`config.mk`:
```
export PLATFORM = sky130hd
export DESIGN_NAME = sdiv_packed
export DESIGN_NICKNAME = d
export VERILOG_FILES = /design/src/rtl/sdiv_pkg.sv /design/src/rtl/sdiv_prep.sv /design/src/rtl/sdiv_core.sv /design/src/rtl/sdiv_pack.sv /design/src/rtl/sdiv_packed.sv
export SDC_FILE = /design/constraint.sdc
export NUM_CORES = 1
export LEC_CHECK = 0
export CAP_MARGIN = 25
export CORE_MARGIN = 3
export CORE_UTILIZATION = 30
export DETAILED_ROUTE_END_ITERATION = 6
export PLACE_DENSITY_LB_ADDON = 0.2
export SYNTH_ARGS = -nofsm -noshare
export SYNTH_HDL_FRONTEND = slang
export SYNTH_SLANG_ARGS = --single-unit
```
`constraint.sdc`:
```
create_clock -name clk_i -period 2.6 [get_ports clk_i]
set_input_delay 0.78 -clock clk_i [delete_from_list [all_inputs] [get_ports clk_i]]
set_output_delay 0.78 -clock clk_i [all_outputs]
set_load 0.01 [all_outputs]
```
`src/rtl/sdiv_pkg.sv`:
```
package sdiv_pkg;
  typedef enum logic [1:0] {
    ST_IDLE = 2'd0,
    ST_RUN  = 2'd1,
    ST_FIX  = 2'd2
  } div_state_e;

  typedef struct packed {
    logic wide;
    logic sgn;
    logic neg_q;
    logic neg_r;
    logic dvs_msb;
  } div_op_t;
endpackage

```
`src/rtl/sdiv_prep.sv`:
```
// Operand conditioning: size select, sign extension, magnitudes, result signs.
module sdiv_prep #(
  parameter int DVD_W = 32,
  parameter int DVS_W = 16
) (
  input  logic             wide_i,
  input  logic             signed_i,
  input  logic [DVD_W-1:0] dividend_i,
  input  logic [DVS_W-1:0] divisor_i,
  output logic [DVD_W-1:0] dvd_mag_o,
  output logic [DVS_W-1:0] dvs_mag_o,
  output logic             neg_q_o,
  output logic             neg_r_o,
  output logic             dvs_zero_o,
  output logic             dvs_msb_o
);
  localparam int HD = DVD_W / 2;
  localparam int HS = DVS_W / 2;

  logic             dd_sign, ds_sign;
  logic             dd_neg, ds_neg;
  logic [DVD_W-1:0] dd_ext, dd_mag;
  logic [DVS_W-1:0] ds_ext;

  always_comb begin
    dd_sign = wide_i ? dividend_i[DVD_W-1] : dividend_i[HD-1];
    ds_sign = wide_i ? divisor_i[DVS_W-1]  : divisor_i[HS-1];
    dd_neg  = signed_i & dd_sign;
    ds_neg  = signed_i & ds_sign;
    dd_ext  = wide_i ? dividend_i : {{HD{dd_neg}}, dividend_i[HD-1:0]};
    ds_ext  = wide_i ? divisor_i  : {{HS{ds_neg}}, divisor_i[HS-1:0]};
    dd_mag  = dd_neg ? -dd_ext : dd_ext;
    // half size is left-aligned so the core shifts the same register in both sizes
    dvd_mag_o  = wide_i ? dd_mag : {dd_mag[HD-1:0], {HD{1'b0}}};
    dvs_mag_o  = ds_neg ? -ds_ext : ds_ext;
    neg_q_o    = dd_neg ^ ds_neg;
    neg_r_o    = dd_neg;
    dvs_zero_o = wide_i ? (divisor_i == '0) : (divisor_i[HS-1:0] == '0);
    dvs_msb_o  = ds_sign;
  end
endmodule

```
`src/rtl/sdiv_core.sv`:
```
// Restoring shift-subtract core, one quotient bit per step.
module sdiv_core #(
  parameter int DVD_W = 32,
  parameter int DVS_W = 16
) (
  input  logic             clk_i,
  input  logic             rst_ni,
  input  logic             load_i,
  input  logic             step_i,
  input  logic [DVD_W-1:0] dvd_i,
  input  logic [DVS_W-1:0] dvs_i,
  output logic [DVD_W-1:0] quo_o,
  output logic [DVS_W-1:0] rem_o
);
  logic [DVD_W-1:0] q_q;
  logic [DVS_W-1:0] r_q, d_q;
  logic [DVS_W:0]   part, diff;
  logic             take;

  always_comb begin
    part = {r_q, q_q[DVD_W-1]};
    diff = part - {1'b0, d_q};
    take = (part >= {1'b0, d_q});
  end

  always_ff @(posedge clk_i or negedge rst_ni) begin
    if (!rst_ni) begin
      q_q <= '0;
      r_q <= '0;
      d_q <= '0;
    end else if (load_i) begin
      q_q <= dvd_i;
      r_q <= '0;
      d_q <= dvs_i;
    end else if (step_i) begin
      r_q <= take ? diff[DVS_W-1:0] : part[DVS_W-1:0];
      q_q <= {q_q[DVD_W-2:0], take};
    end
  end

  assign quo_o = q_q;
  assign rem_o = r_q;
endmodule

```
`src/rtl/sdiv_pack.sv`:
```
// Sign correction, field truncation and flag selection.
module sdiv_pack #(
  parameter int DVD_W = 32,
  parameter int DVS_W = 16
) (
  input  logic             wide_i,
  input  logic             sgn_i,
  input  logic             neg_q_i,
  input  logic             neg_r_i,
  input  logic             dvs_msb_i,
  input  logic [DVD_W-1:0] quo_i,
  input  logic [DVS_W-1:0] rem_i,
  output logic [DVD_W-1:0] result_o,
  output logic             neg_o
);
  localparam int HD = DVD_W / 2;
  localparam int HS = DVS_W / 2;

  logic [DVD_W-1:0] quo_s;
  logic [DVS_W-1:0] rem_s;

  always_comb begin
    quo_s = neg_q_i ? -quo_i : quo_i;
    rem_s = neg_r_i ? -rem_i : rem_i;
    if (wide_i) begin
      result_o = {rem_s, quo_s[DVS_W-1:0]};
      neg_o    = sgn_i ? quo_s[DVD_W-1] : dvs_msb_i;
    end else begin
      result_o = {{(DVD_W-2*HS){1'b0}}, rem_s[HS-1:0], quo_s[HS-1:0]};
      neg_o    = sgn_i ? quo_s[HD-1] : dvs_msb_i;
    end
  end
endmodule

```
`src/rtl/sdiv_packed.sv`:
```
module sdiv_packed #(
  parameter int DVD_W = 32,
  parameter int DVS_W = 16
) (
  input  logic             clk_i,
  input  logic             rst_ni,
  input  logic             start_i,
  input  logic             wide_i,
  input  logic             signed_i,
  input  logic [DVD_W-1:0] dividend_i,
  input  logic [DVS_W-1:0] divisor_i,
  output logic             busy_o,
  output logic             done_o,
  output logic [DVD_W-1:0] result_o,
  output logic             neg_o,
  output logic             zero_o
);
  import sdiv_pkg::*;

  localparam int HD    = DVD_W / 2;
  localparam int CNT_W = $clog2(DVD_W + 1);

  div_state_e       state_q;
  logic [CNT_W-1:0] cnt_q;
  div_op_t          op_q;
  logic [DVD_W-1:0] result_q;
  logic             neg_q, zero_q, done_q;

  logic [DVD_W-1:0] dvd_mag, quo, pack_res;
  logic [DVS_W-1:0] dvs_mag, rem;
  logic             p_neg_q, p_neg_r, p_zero, p_msb, pack_neg;
  logic             accept, load;

  sdiv_prep #(.DVD_W(DVD_W), .DVS_W(DVS_W)) u_prep (
    .wide_i     (wide_i),
    .signed_i   (signed_i),
    .dividend_i (dividend_i),
    .divisor_i  (divisor_i),
    .dvd_mag_o  (dvd_mag),
    .dvs_mag_o  (dvs_mag),
    .neg_q_o    (p_neg_q),
    .neg_r_o    (p_neg_r),
    .dvs_zero_o (p_zero),
    .dvs_msb_o  (p_msb)
  );

  assign accept = (state_q == ST_IDLE) && start_i;
  assign load   = accept && !p_zero;

  sdiv_core #(.DVD_W(DVD_W), .DVS_W(DVS_W)) u_core (
    .clk_i  (clk_i),
    .rst_ni (rst_ni),
    .load_i (load),
    .step_i (state_q == ST_RUN),
    .dvd_i  (dvd_mag),
    .dvs_i  (dvs_mag),
    .quo_o  (quo),
    .rem_o  (rem)
  );

  sdiv_pack #(.DVD_W(DVD_W), .DVS_W(DVS_W)) u_pack (
    .wide_i    (op_q.wide),
    .sgn_i     (op_q.sgn),
    .neg_q_i   (op_q.neg_q),
    .neg_r_i   (op_q.neg_r),
    .dvs_msb_i (op_q.dvs_msb),
    .quo_i     (quo),
    .rem_i     (rem),
    .result_o  (pack_res),
    .neg_o     (pack_neg)
  );

  always_ff @(posedge clk_i or negedge rst_ni) begin
    if (!rst_ni) begin
      state_q  <= ST_IDLE;
      cnt_q    <= '0;
      op_q     <= '0;
      result_q <= '0;
      neg_q    <= 1'b0;
      zero_q   <= 1'b0;
      done_q   <= 1'b0;
    end else begin
      done_q <= 1'b0;
      unique case (state_q)
        ST_IDLE: begin
          if (accept) begin
            op_q <= '{wide: wide_i, sgn: signed_i, neg_q: p_neg_q,
                      neg_r: p_neg_r, dvs_msb: p_msb};
            if (p_zero) begin
              result_q <= wide_i ? dividend_i : {{HD{1'b0}}, dividend_i[HD-1:0]};
              neg_q    <= 1'b0;
              zero_q   <= 1'b1;
              done_q   <= 1'b1;
            end else begin
              cnt_q   <= wide_i ? CNT_W'(DVD_W) : CNT_W'(HD);
              state_q <= ST_RUN;
            end
          end
        end
        ST_RUN: begin
          cnt_q <= cnt_q - 1'b1;
          if (cnt_q == CNT_W'(1)) state_q <= ST_FIX;
        end
        ST_FIX: begin
          result_q <= pack_res;
          neg_q    <= pack_neg;
          zero_q   <= 1'b0;
          done_q   <= 1'b1;
          state_q  <= ST_IDLE;
        end
        default: state_q <= ST_IDLE;
      endcase
    end
  end

  assign busy_o   = (state_q != ST_IDLE);
  assign done_o   = done_q;
  assign result_o = result_q;
  assign neg_o    = neg_q;
  assign zero_o   = zero_q;
endmodule

```
==> results.py <==
metrics = {
    "pwr": {
        "p_per_area_nw_per_um2": 1130,
        "clkPwrFrac": 0.103,
        "peakVddDrop_v": 0.000475,
        "p_seq_frac": 0.256,
        "switchingPower_w": 0.00575,
        "p_int_w": 0.00754,
        "pwr-share-comb": 0.641,
        "sw_frac_of_total": 0.433,
        "leakagePower_nw": 5.02,
    },
    "synthesis": {
        "synth_edf_count": 0,
        "synth_ff_type": "dfrtp_1",
        "synth_area_um2": 7860,
        "netlist_instances": 946,
        "yosysSeqAreaShare": 0.357,
        "ys_warn_count": 0,
        "async_reset_ff_frac": 1.00,
        "avgSynthCellArea_um2": 8.31,
        "synth_seq_cells": 112,
        "synth.distinct_cells": 74,
        "synth_nets": 1022,
    },
    "timing": {
        "rsz0062_at_grt": "yes",
        "period_share": 1.03,
        "skew_ns": 0.00883,
        "finalSetupViolCount": 20,
        "period_needed_ns": 2.67,
        "slew-limit-headroom": 0.609,
        "hold_violations": 0,
        "worst_pin_slew_ns": 0.585,
        "maxSlewViolCount": 0,
        "fin_ws_ns": -0.0745,
        "whs_ns": 0.274,
        "max_freq_ghz": 0.374,
    },
    "final_layout": {
        "syn2layout_area_growth_pct": 49.5,
        "utilization": 0.461,
        "num-fill-cells": 2486,
        "seq_area_um2": 2800,
        "multi_input_area_um2": 5230,
        "drive_gt1_frac": 0.300,
        "fin_nets": 1291,
        "antennaDiodeCount": 0,
    },
    "status": {
        "violations": "design-rule violations, negative setup slack",
        "status": "complete, but fails checks",
    },
    "global_routing": {
        "grt_max_degree": 54,
        "grt_overflow": 0,
        "grt_pass1_wl_um": 45700,
        "antenna_found_initial": 0,
        "track_usage": 0.207,
        "first_global_vias": 8077,
    },
    "clock_tree": {
        "clkTransAtPathRegs_ns": 0.08,
        "h-tree-depth": 3,
        "cts_tree": "done",
        "clockBufferDepth": 2,
        "root_buffer": "clkbuf_16",
        "insertion_delay_ns": 0.36,
        "cts_made_buffers": 9,
        "cts_hold_buffers": 0,
        "cts_num_sinks": 112,
    },
    "die": {
        "initial_utilization": 0.308,
        "rows": 58,
        "coreArea_um2": 25500,
        "die_height_um": 168,
        "dieArea_um2": 28200,
        "die_x_um": 168,
        "io_pins": 89,
    },
    "critical_path": {
        "rrSetupSlack_ns": 0.10,
        "reg2reg_from": "u_core.rem_o[0]$_DFFE_PN0P_",
        "ff2ff_path_depth": 10,
        "crit_type": "input port to register",
        "worstPathRequired_ns": 2.82,
        "reg2reg_to": "u_core.rem_o[11]$_DFFE_PN0P_",
        "cp-end-kind": "register",
        "arrival_ns": 2.89,
        "cp_max_fo": 7,
        "start_kind": "input port",
    },
    "routing": {
        "drtIter0Drc": 557,
        "avgViaCountPerCell": 5.34,
        "wire_per_inst_um": 19.5,
        "ant_nets": 0,
        "vias": 8270,
        "drt_first_pass_iters": 7,
        "drc_errors": 1,
        "drt_wl_total_um": 30200,
    },
    "job": {
        "maxCapViolations": 0,
    },
    "min_path": {
        "hold_class": "input port to async pin",
    },
    "place": {
        "place_hpwl_um": 22600,
        "place_ws_ns": -0.834,
        "gp_congestion": 0.913,
        "port_buffers": 88,
    },
}
[power groups by stage]
stage                     Clock, W  Sequential, W  Combinational, W
after floorplan                  0        0.00331           0.00475
after global placement           0        0.00339           0.00775
after detailed placement         0        0.00339           0.00782
after CTS                  0.00140        0.00337           0.00813
after global routing       0.00146        0.00349           0.00936
final                      0.00137        0.00340           0.00851
[state kept, by name (all words and copies together), names as in the netlist]
| name | cells |
|---|---|
| u_core.rem_o | 16 |
| zero_o | 1 |
| neg_o | 1 |
| cnt_q | 6 |
| done_o | 1 |
| u_core.quo_o | 32 |
| result_o | 32 |
| state_q | 2 |
| op_q | 5 |
| u_core.d_q | 16 |
[final cells by class]
cell class | instances | share of cell area
clock inverters | 5 | 0.00266
multi-input cells | 744 | 0.445
flip-flops and latches | 112 | 0.239
clock buffers | 11 | 0.0207
well taps | 330 | 0.0352
repair buffers | 315 | 0.247
inverters | 33 | 0.0110
[per-layer routing]
metal,up-vias,GRT usage,wire [um],share of wire
met4,0,0.0779,1050,0.035
met5,-,0,0,0
met3,52,0.0263,1360,0.045
met1,4045,0.271,13200,0.44
met2,229,0.349,14600,0.48
li1,3944,-,-,-
[logic make-up (layout without fill, tap and decap cells)]
kind of cell / Yosys count / in the layout / share of synthesized area
AO/OA/AOI/OAI: 291 / 291 / 0.232
XOR/XNOR: 76 / 76 / 0.0847
adder cells (fa/ha/maj): 23 / 23 / 0.0376
buffers and inverters: 90 / 364 / 0.0490
flip-flops: 112 / 112 / 0.357
multiplexers: 32 / 32 / 0.0409
AND/OR/NAND/NOR: 322 / 322 / 0.199
[Yosys cell counts (11+ instances only)]
cell | count | share of area
nand2_1 | 113 | 0.054
clkbuf_1 | 42 | 0.020
o22ai_1 | 25 | 0.020
nor2_1 | 65 | 0.031
ha_1 | 22 | 0.035
dfrtp_1 | 112 | 0.36
a31oi_1 | 29 | 0.023
mux2i_1 | 31 | 0.039
inv_1 | 33 | 0.016
a21oi_1 | 74 | 0.047
o21ai_0 | 76 | 0.048
xnor2_1 | 43 | 0.048
and3_1 | 11 | 0.0088
xor2_1 | 33 | 0.037
nor3_1 | 23 | 0.015
nand3_1 | 33 | 0.021
o31ai_1 | 14 | 0.013
o21a_1 | 12 | 0.011
[what timing repair did]
action | CTS | global route
pin swaps | 34 | 47
gates cloned | 3 | 3
setup endpoints to repair | 105 | 103
buffers inserted | 22 | 7
resized for setup | 103 | 103
[per-stage QoR]
stage | std cells | setup TNS [ns] | instance area, um^2 | power (W)
after global placement | 1501 | -76.69 | 10600 | 0.0111
after floorplan | 946 | -16.21 | 7960 | 0.00806
after global routing | 1550 | -2.08 | 11700 | 0.0143
after CTS | 1541 | -4.32 | 11300 | 0.0129
final | 1550 | -0.706 | 11700 | 0.0133
after detailed placement | 1501 | -78.10 | 10600 | 0.0112
[cells in the final DEF, fill, tap and decap left out, types with 14 or more instances in the layout]
| master | instances |
|---|---|
| buf_4 | 191 |
| a21oi_2 | 21 |
| dfrtp_1 | 111 |
| o21ai_1 | 15 |
| a21oi_1 | 47 |
| nand3_1 | 32 |
| o31ai_1 | 14 |
| a31oi_1 | 28 |
| o22ai_1 | 18 |
| ha_1 | 15 |
| nand2_1 | 111 |
| inv_1 | 27 |
| clkdlybuf4s50_1 | 66 |
| o21ai_0 | 59 |
| nor3_1 | 19 |
| buf_6 | 21 |
| xnor2_1 | 39 |
| xor2_1 | 32 |
| nor2_1 | 61 |
| mux2i_1 | 31 |
[critical path: stages]
cell and delay (ns):
buf_6 0.09, or3_4 0.37, or4_4 0.44, o31a_4 0.32
or3_4 0.39, buf_12 0.17, buf_8 0.13, a21oi_2 0.10
o22ai_1 0.08
[worst max path at each step]
stage / startpoint / slack (ns) / end
2_1_floorplan: divisor_i[10] / -0.29 / result_o[20]$_DFFE_PN0P_
3_3_place_gp: divisor_i[10] / -0.83 / result_o[1]$_DFFE_PN0P_
3_5_place_dp: divisor_i[10] / -0.83 / result_o[19]$_DFFE_PN0P_
4_1_cts: divisor_i[8] / -0.13 / result_o[30]$_DFFE_PN0P_
5_1_grt: dividend_i[2] / -0.11 / u_core.quo_o[29]$_DFFE_PN0P_
6_report: divisor_i[8] / -0.07 / result_o[17]$_DFFE_PN0P_
Power figures use the tool's default switching activity.
